==> src/rtl/irqg_pkg.sv <==
// Shared constants and the register address map for the interrupt gatherer.
package irqg_pkg;
    localparam int unsigned DATA_W   = 8;
    localparam int unsigned ADDR_W   = 2;
    localparam int unsigned NUM_PER  = 2;
    localparam int unsigned PFLAG_BIT = 7;
    localparam int unsigned PEN_BIT   = 0;

    typedef enum logic [ADDR_W-1:0] {
        ADR_MASKSTAT = 2'd0,
        ADR_PCTL_A   = 2'd1,
        ADR_PCTL_B   = 2'd2,
        ADR_SPARE    = 2'd3
    } reg_addr_e;
endpackage

==> src/rtl/irqg_src_cell.sv <==
// One internal interrupt source: an enable flop and its active-low status.
// LATCHED=1: status latches low on a strobe while enabled and returns high
// when the enable is written to 0 (the clear takes effect on the same edge).
// LATCHED=0: status is the inverted live level on ev; enable does not touch it.
// Assumes strobes on ev are already synchronous and one cycle wide.
module irqg_src_cell #(
    parameter bit LATCHED = 1'b1
) (
    input  logic clk,
    input  logic rst_n,
    input  logic en_wr,
    input  logic en_wval,
    input  logic ev,
    output logic en,
    output logic stat_n
);
    logic en_q;
    logic en_nxt;

    assign en_nxt = en_wr ? en_wval : en_q;

    // Enable bit: written by software only, deliberately left without reset.
    always_ff @(posedge clk) begin
        en_q <= en_nxt;
    end

    assign en = en_q;

    generate
        if (LATCHED) begin : g_latch
            logic stat_q;

            // Status latch: forced idle by a disabled enable, pulled low by a strobe.
            always_ff @(posedge clk) begin
                if (!rst_n)       stat_q <= 1'b1;
                else if (!en_nxt) stat_q <= 1'b1;
                else if (ev)      stat_q <= 1'b0;
            end

            assign stat_n = stat_q;

            // a disabled source reads idle
            assert_disabled_idle_R3: assert property (@(posedge clk) disable iff (!rst_n)
                !en_q |-> stat_q);
            // an enabled strobe latches a pending request
            assert_strobe_latch_R4: assert property (@(posedge clk) disable iff (!rst_n)
                (en_q && !en_wr && ev) |=> !stat_q);
            // a pending request holds until a zero is written to its enable
            assert_sticky_pend_R5: assert property (@(posedge clk) disable iff (!rst_n)
                (!stat_q && !(en_wr && !en_wval)) |=> !stat_q);
        end else begin : g_live
            assign stat_n = ~ev;

            // live bit reads pending whenever the level is high
            assert_live_level_R6: assert property (@(posedge clk) disable iff (!rst_n)
                ev |-> !stat_n);
        end
    endgenerate
endmodule

==> src/rtl/irqg_per_chan.sv <==
// One peripheral interrupt channel: a synchroniser for an asynchronous
// line, falling-edge detection, a flag cleared by a port-read strobe, and
// an enable bit. A new edge wins over a clearing read in the same cycle.
// Assumes the line idles high; the sync chain resets to 1 to avoid a false edge.
module irqg_per_chan #(
    parameter int unsigned SYNC_STAGES = 2
) (
    input  logic clk,
    input  logic rst_n,
    input  logic line,
    input  logic en_wr,
    input  logic en_wval,
    input  logic port_rd,
    output logic flag,
    output logic en
);
    localparam int unsigned SH_W = SYNC_STAGES + 1;

    logic [SH_W-1:0] sh_q;
    logic            fall;
    logic            flag_q;
    logic            en_q;

    // Synchroniser chain plus one history stage for edge detection.
    always_ff @(posedge clk) begin
        if (!rst_n) sh_q <= '1;
        else        sh_q <= {sh_q[SH_W-2:0], line};
    end

    assign fall = sh_q[SH_W-1] & ~sh_q[SH_W-2];

    // Flag: set on a synchronised falling edge, cleared by a port read.
    always_ff @(posedge clk) begin
        if (!rst_n)       flag_q <= 1'b0;
        else if (fall)    flag_q <= 1'b1;
        else if (port_rd) flag_q <= 1'b0;
    end

    // Channel enable: cleared at reset, written by software.
    always_ff @(posedge clk) begin
        if (!rst_n)     en_q <= 1'b0;
        else if (en_wr) en_q <= en_wval;
    end

    assign flag = flag_q;
    assign en   = en_q;

    // a detected falling edge raises the flag
    assert_edge_sets_R10: assert property (@(posedge clk) disable iff (!rst_n)
        fall |=> flag_q);
    // a port read without a coinciding edge clears the flag
    assert_read_clears_R11: assert property (@(posedge clk) disable iff (!rst_n)
        (port_rd && !fall) |=> !flag_q);
    // the first cycle out of reset has enable and flag cleared
    assert_reset_clear_R9: assert property (@(posedge clk) disable iff (!rst_n)
        $past(!rst_n) |-> (!en_q && !flag_q));
endmodule

==> src/rtl/irq_gather.sv <==
// Interrupt request gatherer top. Builds NSRC source cells (one of them a
// live level at TX_BIT) and two peripheral channels, decodes the register
// window and merges everything into the active-low irq_n.
// Assumes NSRC equals the register data width; irq_n is combinational from
// state and from the live level input.
module irq_gather
    import irqg_pkg::*;
#(
    parameter int unsigned NSRC        = 8,
    parameter int unsigned TX_BIT      = 3,
    parameter int unsigned SYNC_STAGES = 2
) (
    input  logic                 clk,
    input  logic                 rst_n,
    input  logic [ADDR_W-1:0]    reg_addr,
    input  logic                 reg_we,
    input  logic [DATA_W-1:0]    reg_wdata,
    output logic [DATA_W-1:0]    reg_rdata,
    input  logic [NSRC-1:0]      src_evt,
    input  logic [NUM_PER-1:0]   ext_line,
    input  logic [NUM_PER-1:0]   port_rd,
    output logic                 irq_n
);
    logic [NSRC-1:0]    en_v;
    logic [NSRC-1:0]    stat_v;
    logic [NUM_PER-1:0] pen;
    logic [NUM_PER-1:0] pflag;
    logic               mask_wr;
    logic [NUM_PER-1:0] pctl_wr;
    logic               src_req;
    logic               per_req;

    assign mask_wr    = reg_we && (reg_addr == ADR_MASKSTAT);
    assign pctl_wr[0] = reg_we && (reg_addr == ADR_PCTL_A);
    assign pctl_wr[1] = reg_we && (reg_addr == ADR_PCTL_B);

    genvar gi;
    generate
        for (gi = 0; gi < NSRC; gi++) begin : g_src
            irqg_src_cell #(
                .LATCHED (gi != TX_BIT)
            ) u_cell (
                .clk     (clk),
                .rst_n   (rst_n),
                .en_wr   (mask_wr),
                .en_wval (reg_wdata[gi]),
                .ev      (src_evt[gi]),
                .en      (en_v[gi]),
                .stat_n  (stat_v[gi])
            );
        end

        for (gi = 0; gi < NUM_PER; gi++) begin : g_per
            irqg_per_chan #(
                .SYNC_STAGES (SYNC_STAGES)
            ) u_chan (
                .clk     (clk),
                .rst_n   (rst_n),
                .line    (ext_line[gi]),
                .en_wr   (pctl_wr[gi]),
                .en_wval (reg_wdata[PEN_BIT]),
                .port_rd (port_rd[gi]),
                .flag    (pflag[gi]),
                .en      (pen[gi])
            );
        end
    endgenerate

    // Read mux: status word or a channel control byte, no read side effects.
    always_comb begin
        reg_rdata = '0;
        case (reg_addr_e'(reg_addr))
            ADR_MASKSTAT: reg_rdata = stat_v;
            ADR_PCTL_A: begin
                reg_rdata[PFLAG_BIT] = pflag[0];
                reg_rdata[PEN_BIT]   = pen[0];
            end
            ADR_PCTL_B: begin
                reg_rdata[PFLAG_BIT] = pflag[1];
                reg_rdata[PEN_BIT]   = pen[1];
            end
            default: reg_rdata = '0;
        endcase
    end

    assign src_req = |(en_v & ~stat_v);
    assign per_req = |(pen & pflag);
    assign irq_n   = ~(src_req | per_req);

    // an enabled, set peripheral flag always pulls the request low
    assert_per_irq_R12: assert property (@(posedge clk) disable iff (!rst_n)
        per_req |-> !irq_n);
    // with nothing enabled and pending, the request is released
    assert_irq_idle_R7: assert property (@(posedge clk) disable iff (!rst_n)
        ((en_v & ~stat_v) == '0 && (pen & pflag) == '0) |-> irq_n);
endmodule

==> config.mk <==
export PLATFORM = sky130hd
export DESIGN_NAME = irq_gather
export DESIGN_NICKNAME = d
export VERILOG_FILES = /design/src/rtl/irqg_pkg.sv /design/src/rtl/irqg_src_cell.sv /design/src/rtl/irqg_per_chan.sv /design/src/rtl/irq_gather.sv
export SDC_FILE = /design/constraint.sdc
export NUM_CORES = 1
export LEC_CHECK = 0
export ABC_AREA = 1
export BUFFER_PORTS_ARGS = -buffer_cell sky130_fd_sc_hd__buf_2
export CELL_PAD_IN_SITES_DETAIL_PLACEMENT = 0
export CELL_PAD_IN_SITES_GLOBAL_PLACEMENT = 2
export CORE_MARGIN = 3
export CORE_UTILIZATION = 28
export CTS_CLUSTER_DIAMETER = 40
export DETAILED_ROUTE_END_ITERATION = 10
export HOLD_SLACK_MARGIN = 0.02
export PLACE_DENSITY_LB_ADDON = 0.1
export SYNTH_ARGS = -nofsm -noshare
export SYNTH_HDL_FRONTEND = slang
export SYNTH_HIERARCHICAL = 1
export SYNTH_SLANG_ARGS = --single-unit
==> constraint.sdc <==
create_clock -name clk -period 2.5 [get_ports clk]
set_input_delay 0.125 -clock clk [delete_from_list [all_inputs] [get_ports clk]]
set_output_delay 0.125 -clock clk [all_outputs]
set_load 0.02 [all_outputs]
==> flow_metrics.tcl, run 1 <==
set metrics [dict create \
    n_fill_cell 405 \
    dp_hpwl_um 1860 \
    maxCapViolCount 0 \
    vias 951 \
    powerDensity_nw_per_um2 589 \
    ir_drop_uv 302 \
    gp_congestion 0.760 \
    worstSkewPairLatency_ns 0.26 \
    viasPerCell 3.91 \
    clkSinkCount 25 \
    critPathCaptureType "output pin" \
    finClkSkew_ns 0.000667 \
    wl_per_cell_um 9.54 \
    synth_cells 155 \
    required_ns 2.38 \
    yosysWarnings 6 \
    rsz0062_at_grt "no" \
    ant_nets 0 \
    fin_crit_ns 1.31 \
    worst_slew_pin_slew_ns 0.424 \
    cts.clk_slew.worst_paths_ns 0.08 \
    tns_ns 0 \
    pwr-share-comb 0.168 \
    wl_um 2320 \
    min_path_type "in2reg" \
    final_common_cell "inv_1" \
    fin_nets 223 \
    grt_pass1_vias 943 \
    finalSetupViolCount 0 \
    outcome "finished clean" \
    start_util 0.308 \
    cts_setup_buffers 0 \
    die_h_um 68.2 \
    synth_cell_type_count 13 \
    htree_num_levels 1 \
    syn_nets 180 \
    leakage_uw 0.000820 \
    core_sq_um 3520 \
    detail_route.first_pass.iterations 2 \
    slew_viol_final 0 \
    grt_usage 0.113 \
    ff2ff_setup_slack_ns 1.86 \
    n_antenna_cell 0 \
    p_seq_frac 0.551 \
    p_clk_frac 0.281 \
    num_rows 21 \
    antenna_found_initial 0 \
    io_pins 34 \
    port_buffers 33 \
    cp-start-kind "flip-flop" \
    critPathArrivalTime_ns 1.19 \
    mostFrequentLayoutCells "inv_1, nand2_1, buf_2" \
    swShare 0.266 \
    maxSlewHeadroom 0.716 \
    cts_buffers 3 \
    period_share 0.524 \
    drc 0 \
    p_switching_uw 220 \
    grt.overflow.total 0 \
    clock_path_buffers 2 \
    cellInternalPower_uw 605 \
    synth_area_sq_um 1080 \
    grt_pass1_wl_um 3830 \
    yosysSeqAreaShare 0.471 \
    die_width_um 68.2 \
    holdWs_ns 0.0449 \
    ys_ff_latch 25 \
    cts_root_buf "clkbuf_8" \
    die-area_sq_um 4650 \
    crit_path_max_fanout 2 \
    avgSynthCellArea_sq_um 6.99 \
    hold_violations 0 \
    drt_iter0_markers 17 \
    grt_start_max_net_pins 20 \
    syn_to_final_growth_pct 29.2 \
    cts_tree "done" \
    crit_type "reg2out" \
    fmax_mhz 763 \
    drive_gt1_frac 0.289 \
]
-- per-stage QoR --
step	power [uW]	utilization	instance area [sq um]	cells	worst slack, ns
detailed placement	602	0.373	1310	235	1.07
global route	885	0.398	1400	243	1.04
CTS	843	0.392	1380	241	1.15
floorplan	547	-	1080	155	1.29
global placement	598	0.373	1310	235	1.15
finish	825	0.398	1400	243	1.19
-- power by group through the flow --
stage,registers (uW),logic [uW],clock network [uW]
after floorplan,460,87.7,0
after global placement,464,135,0
after detailed placement,464,137,0
after CTS,455,140,248
after global routing,459,159,267
final,454,139,231
-- critical path, stage by stage, from the launching register on --
cell,delay [ns]
dfxtp_1,0.34
inv_1,0.07
nand2_1,0.06
nand2_1,0.06
nor2_1,0.08
nand2_1,0.06
nor2_1,0.08
buf_2,0.17
-- state kept, by name, summed over array words and instances, names as in the netlist --
| signal | cells |
|---|---|
| g_src.u_cell/en | 8 |
| g_per.u_chan/sh_q | 6 |
| g_per.u_chan/flag | 2 |
| g_per.u_chan/en | 2 |
| g_src.u_cell/stat_n | 7 |
-- cell families (layout without fill, tap and decap cells) --
kind of cell / Yosys count / after routing / synth area share
AO/OA/AOI/OAI: 12 / 12 / 0.0762
AND/OR/NAND/NOR: 75 / 75 / 0.304
buffers and inverters: 43 / 85 / 0.149
flip-flops: 25 / 25 / 0.471
-- layer usage --
metal  up-vias  wire length (um)  share of wire  global-route usage
met3         2               136          0.059              0.0361
met5         -                 0              0                   0
met2        22              1140           0.49               0.205
met1       393              1020           0.44               0.122
met4         0                21         0.0091              0.0372
li1        534                 -              -                   -
-- synth_stat cells --
| cell type | number | area [sq um] |
|---|---|---|
| o21ai_2 | 2 | 17.5 |
| edfxtp_1 | 1 | 30.0 |
| nand2_2 | 14 | 87.6 |
| nand4_1 | 1 | 6.26 |
| nand3_1 | 6 | 30.0 |
| a21oi_1 | 8 | 40.0 |
| o211ai_2 | 2 | 25.0 |
| nand2_1 | 38 | 143 |
| inv_1 | 42 | 158 |
| inv_2 | 1 | 3.75 |
| nor2_1 | 14 | 52.6 |
| dfxtp_1 | 24 | 480 |
| nor3_1 | 2 | 10.0 |
-- path summary, 6_finish.rpt --
path / startpoint / end / cells past startpoint
worst min-delay path: reg_wdata[3] / g_src[3].u_cell/en / 1
worst max-delay path: g_src[7].u_cell/stat_n / irq_n / 7
worst min register to register: g_per[0].u_chan/sh_q[0] / g_per[0].u_chan/sh_q[1] / 2
worst max register to register: g_src[4].u_cell/stat_n / g_src[4].u_cell/stat_n / 2
-- area by class of cell --
cell class	count	area, sq um	area share
clock buffer	3	41.3	0.0295
clock inverter	1	5.00	0.00357
inverter	43	161	0.115
multi-input combinational	87	412	0.294
sequential	25	510	0.365
tap	46	57.6	0.0411
timing repair buffer	38	213	0.152
-- repair_timing --
| action | CTS | global route |
|---|---|---|
| hold endpoints to repair | 2 | 2 |
| setup endpoints to repair | 0 | 0 |
| hold buffers | 2 | 2 |
| resized for setup | 0 | 0 |
(Power assumes the default switching activity.)
==> inputs of run 2 (changes only) <==
--- a/config.mk
+++ b/config.mk
@@ -5,12 +5,12 @@
 export SDC_FILE = /design/constraint.sdc
 export NUM_CORES = 1
 export LEC_CHECK = 0
-export ABC_AREA = 1
+export ABC_AREA = 0
 export BUFFER_PORTS_ARGS = -buffer_cell sky130_fd_sc_hd__buf_2
 export CELL_PAD_IN_SITES_DETAIL_PLACEMENT = 0
 export CELL_PAD_IN_SITES_GLOBAL_PLACEMENT = 2
 export CORE_MARGIN = 3
-export CORE_UTILIZATION = 28
+export CORE_UTILIZATION = 27
 export CTS_CLUSTER_DIAMETER = 40
 export DETAILED_ROUTE_END_ITERATION = 10
 export HOLD_SLACK_MARGIN = 0.02
==> constraint.sdc (replaced) <==
create_clock -name clk -period 1.2 [get_ports clk]
set_input_delay 0.06 -clock clk [delete_from_list [all_inputs] [get_ports clk]]
set_output_delay 0.06 -clock clk [all_outputs]
set_load 0.02 [all_outputs]
==> run 2 against run 1 <==
The run now ends with negative setup slack left. Via count fell by 18%. Combinational power increased to 2.6 times the previous value. Non-clock buffer count up 2. Core utilization down 1.5 points. Clock power grew 120%. Largest power group unchanged. First-iteration DRC count increased by 5.9%. Critical path depth decreased by 3. Hold slack got worse by 0.012 ns. Critical endpoint unchanged.
==> flow_metrics.tcl, run 2 <==
set metrics [dict create \
    leakage_uw 0.000657 \
    period_share 1.06 \
    n_fill_cell 383 \
    regArea_sq_um 514 \
    worst_slew_pin_slew_ns 0.402 \
    finClkSkew_ns 0.000314 \
    multi_input_area_sq_um 544 \
    slew_viol_final 0 \
    fin_crit_ns 1.27 \
    port_buffers 33 \
    grt_usage 0.101 \
    setup_slack_ns -0.0671 \
    tns_ns -0.0671 \
    drc 0 \
    cp-start-kind "flip-flop" \
    avgSynthCellArea_sq_um 11.1 \
    detail_route.first_pass.iterations 2 \
    cts_buffers 3 \
    cts_root_buf "clkbuf_8" \
    holdWs_ns 0.0329 \
    drt_iter0_markers 18 \
    synth_area_leaders "dfxtp_1, nand2b_1, mux2_4" \
    maxCapViolCount 0 \
    cts_tree "done" \
    min_path_type "in2reg" \
    yosys-top-cells-count "dfxtp_1, nand2b_1" \
    yosys.cell_count.top_type "dfxtp_1" \
    fmax_mhz 789 \
    clock_path_buffers 2 \
    die_h_um 68.7 \
    final_common_cell "buf_2" \
    crit_type "reg2out" \
    viasPerCell 4.15 \
    violations "negative setup slack" \
    cts.clk_slew.worst_paths_ns 0.09 \
    clkSinkCount 25 \
    fin_nets 166 \
    ir_drop_uv 793 \
    synthXorXnorAreaFrac 0 \
    htree_num_levels 1 \
    hold_violations 0 \
    yosysSeqAreaShare 0.481 \
    synth_fa_ha_area_frac 0 \
    worstSkewPairLatency_ns 0.27 \
    gp_congestion 0.748 \
    powerDensity_nw_per_um2 1300 \
    core_sq_um 3720 \
    required_ns 1.14 \
    synth_top_area_frac 0.453 \
    critPathCaptureType "output pin" \
    die_width_um 68.7 \
    synth-edff-count 1 \
    start_util 0.286 \
    wl_per_cell_um 11.6 \
    n_antenna_cell 0 \
    grt_pass1_wl_um 3370 \
    drive_gt1_frac 0.521 \
    grt_start_max_net_pins 18 \
    ant_nets 0 \
    antenna_found_initial 0 \
    grt.overflow.total 0 \
    async_reset_ff_frac 0 \
    cts_setup_buffers 0 \
    synth_cell_type_count 21 \
    grt_pass1_vias 731 \
    syn_to_final_growth_pct 34.1 \
    ys_ff_latch 25 \
    critPathArrivalTime_ns 1.21 \
    syn_nets 121 \
    synth-compound-area-share 0.0590 \
    crit_path_max_fanout 3 \
    rsz0062_at_grt "yes" \
    mostFrequentLayoutCells "buf_2, dfxtp_1, nand2b_1" \
    synth_simple_gate_area_share 0.298 \
    ys_dominant_reg_cell "dfxtp_1" \
    num_rows 22 \
    outcome "finished, violations left" \
    die-area_sq_um 4720 \
    largest_reg_flops 8 \
    synth_cells 96 \
    maxSlewHeadroom 0.732 \
    synth_area_sq_um 1060 \
    io_pins 34 \
    finalSetupViolCount 1 \
    yosysWarnings 6 \
    synth_top_area_cell "dfxtp_1" \
    dp_hpwl_um 1680 \
    synth_mux_area_frac 0.137 \
    vias 781 \
    wl_um 2190 \
    synth_top_family_by_area "simple AND/OR/NAND/NOR gates" \
]
[run 2: cell types whose count changed after synthesis, sizes merged, moves of 2 or more]
| cell | before | now |
|---|---|---|
| nand2 | 52 | 5 |
| a21boi | 0 | 2 |
| nor2 | 14 | 2 |
| mux2i | 0 | 4 |
| o211ai | 2 | 0 |
| and2 | 0 | 8 |
| a21oi | 8 | 0 |
| nor2b | 0 | 3 |
| inv | 43 | 7 |
| o22ai | 0 | 2 |
| mux2 | 0 | 7 |
| nand2b | 0 | 19 |
| nor3 | 2 | 0 |
[run 2: critical path, stage by stage (launching register included)]
cell     delay (ns)
dfxtp_2        0.34
nand2_1        0.06
o21ai_1        0.07
nor4_2         0.29
buf_4          0.19
[run 2: per-layer routing]
layer / up-vias / routed length, um / track usage
met3: 2 / 162 / 0.0470
met2: 22 / 1010 / 0.161
li1: 404 / - / -
met5: - / 0 / 0
met1: 353 / 1000 / 0.122
met4: 0 / 16 / 0.0223
[run 2: what timing repair did]
action / 4_1_cts / 5_1_grt
resized for setup: 4 / 3
hold buffers: 3 / 1
endpoints found under the hold margin: 3 / 1
endpoints found under the setup margin: 1 / 1
[run 2: final cells by class]
cell class / instances / area share
Inverter: 7 / 0.0185
Sequential cell: 25 / 0.361
Timing Repair Buffer: 40 / 0.162
Tap cell: 48 / 0.0422
Multi-Input combinational cell: 64 / 0.383
Clock inverter: 1 / 0.00440
Clock buffer: 3 / 0.0290
[run 2: path summary, 6_finish.rpt]
check | from | end | slack (ns) | depth (start not counted)
max | g_per[1].u_chan/flag | irq_n | -0.07 | 4
min | reg_wdata[5] | g_src[5].u_cell/en | 0.03 | 2
min reg2reg | g_per[0].u_chan/sh_q[0] | g_per[0].u_chan/sh_q[1] | 0.41 | 1
max reg2reg | g_src[1].u_cell/en | g_src[1].u_cell/stat_n | 0.45 | 2
[run 2: kinds of logic after synthesis]
kind of cell,Yosys count
DFF,25
buffers and inverters,7
AOI/OAI and AO/OA,8
and+or+nand+nor,45
muxes,11
[run 2: through the flow]
step	instance area (sq um)	util	total power [uW]	worst slack (ns)	cells
3_5_place_dp	1320	0.354	1330	0.0746	180
5_1_grt	1420	0.383	1960	-0.214	188
6_report	1420	0.383	1850	-0.0671	188
3_3_place_gp	1320	0.354	1330	0.0774	180
4_1_cts	1400	0.376	1870	-0.122	187
2_1_floorplan	1070	-	1210	0.182	96
[run 2: report_power, final]
group          total [uW]  switching (uW)  internal, uW
logic                 365             160           205
registers             971            51.5           920
clock network         510             273           237
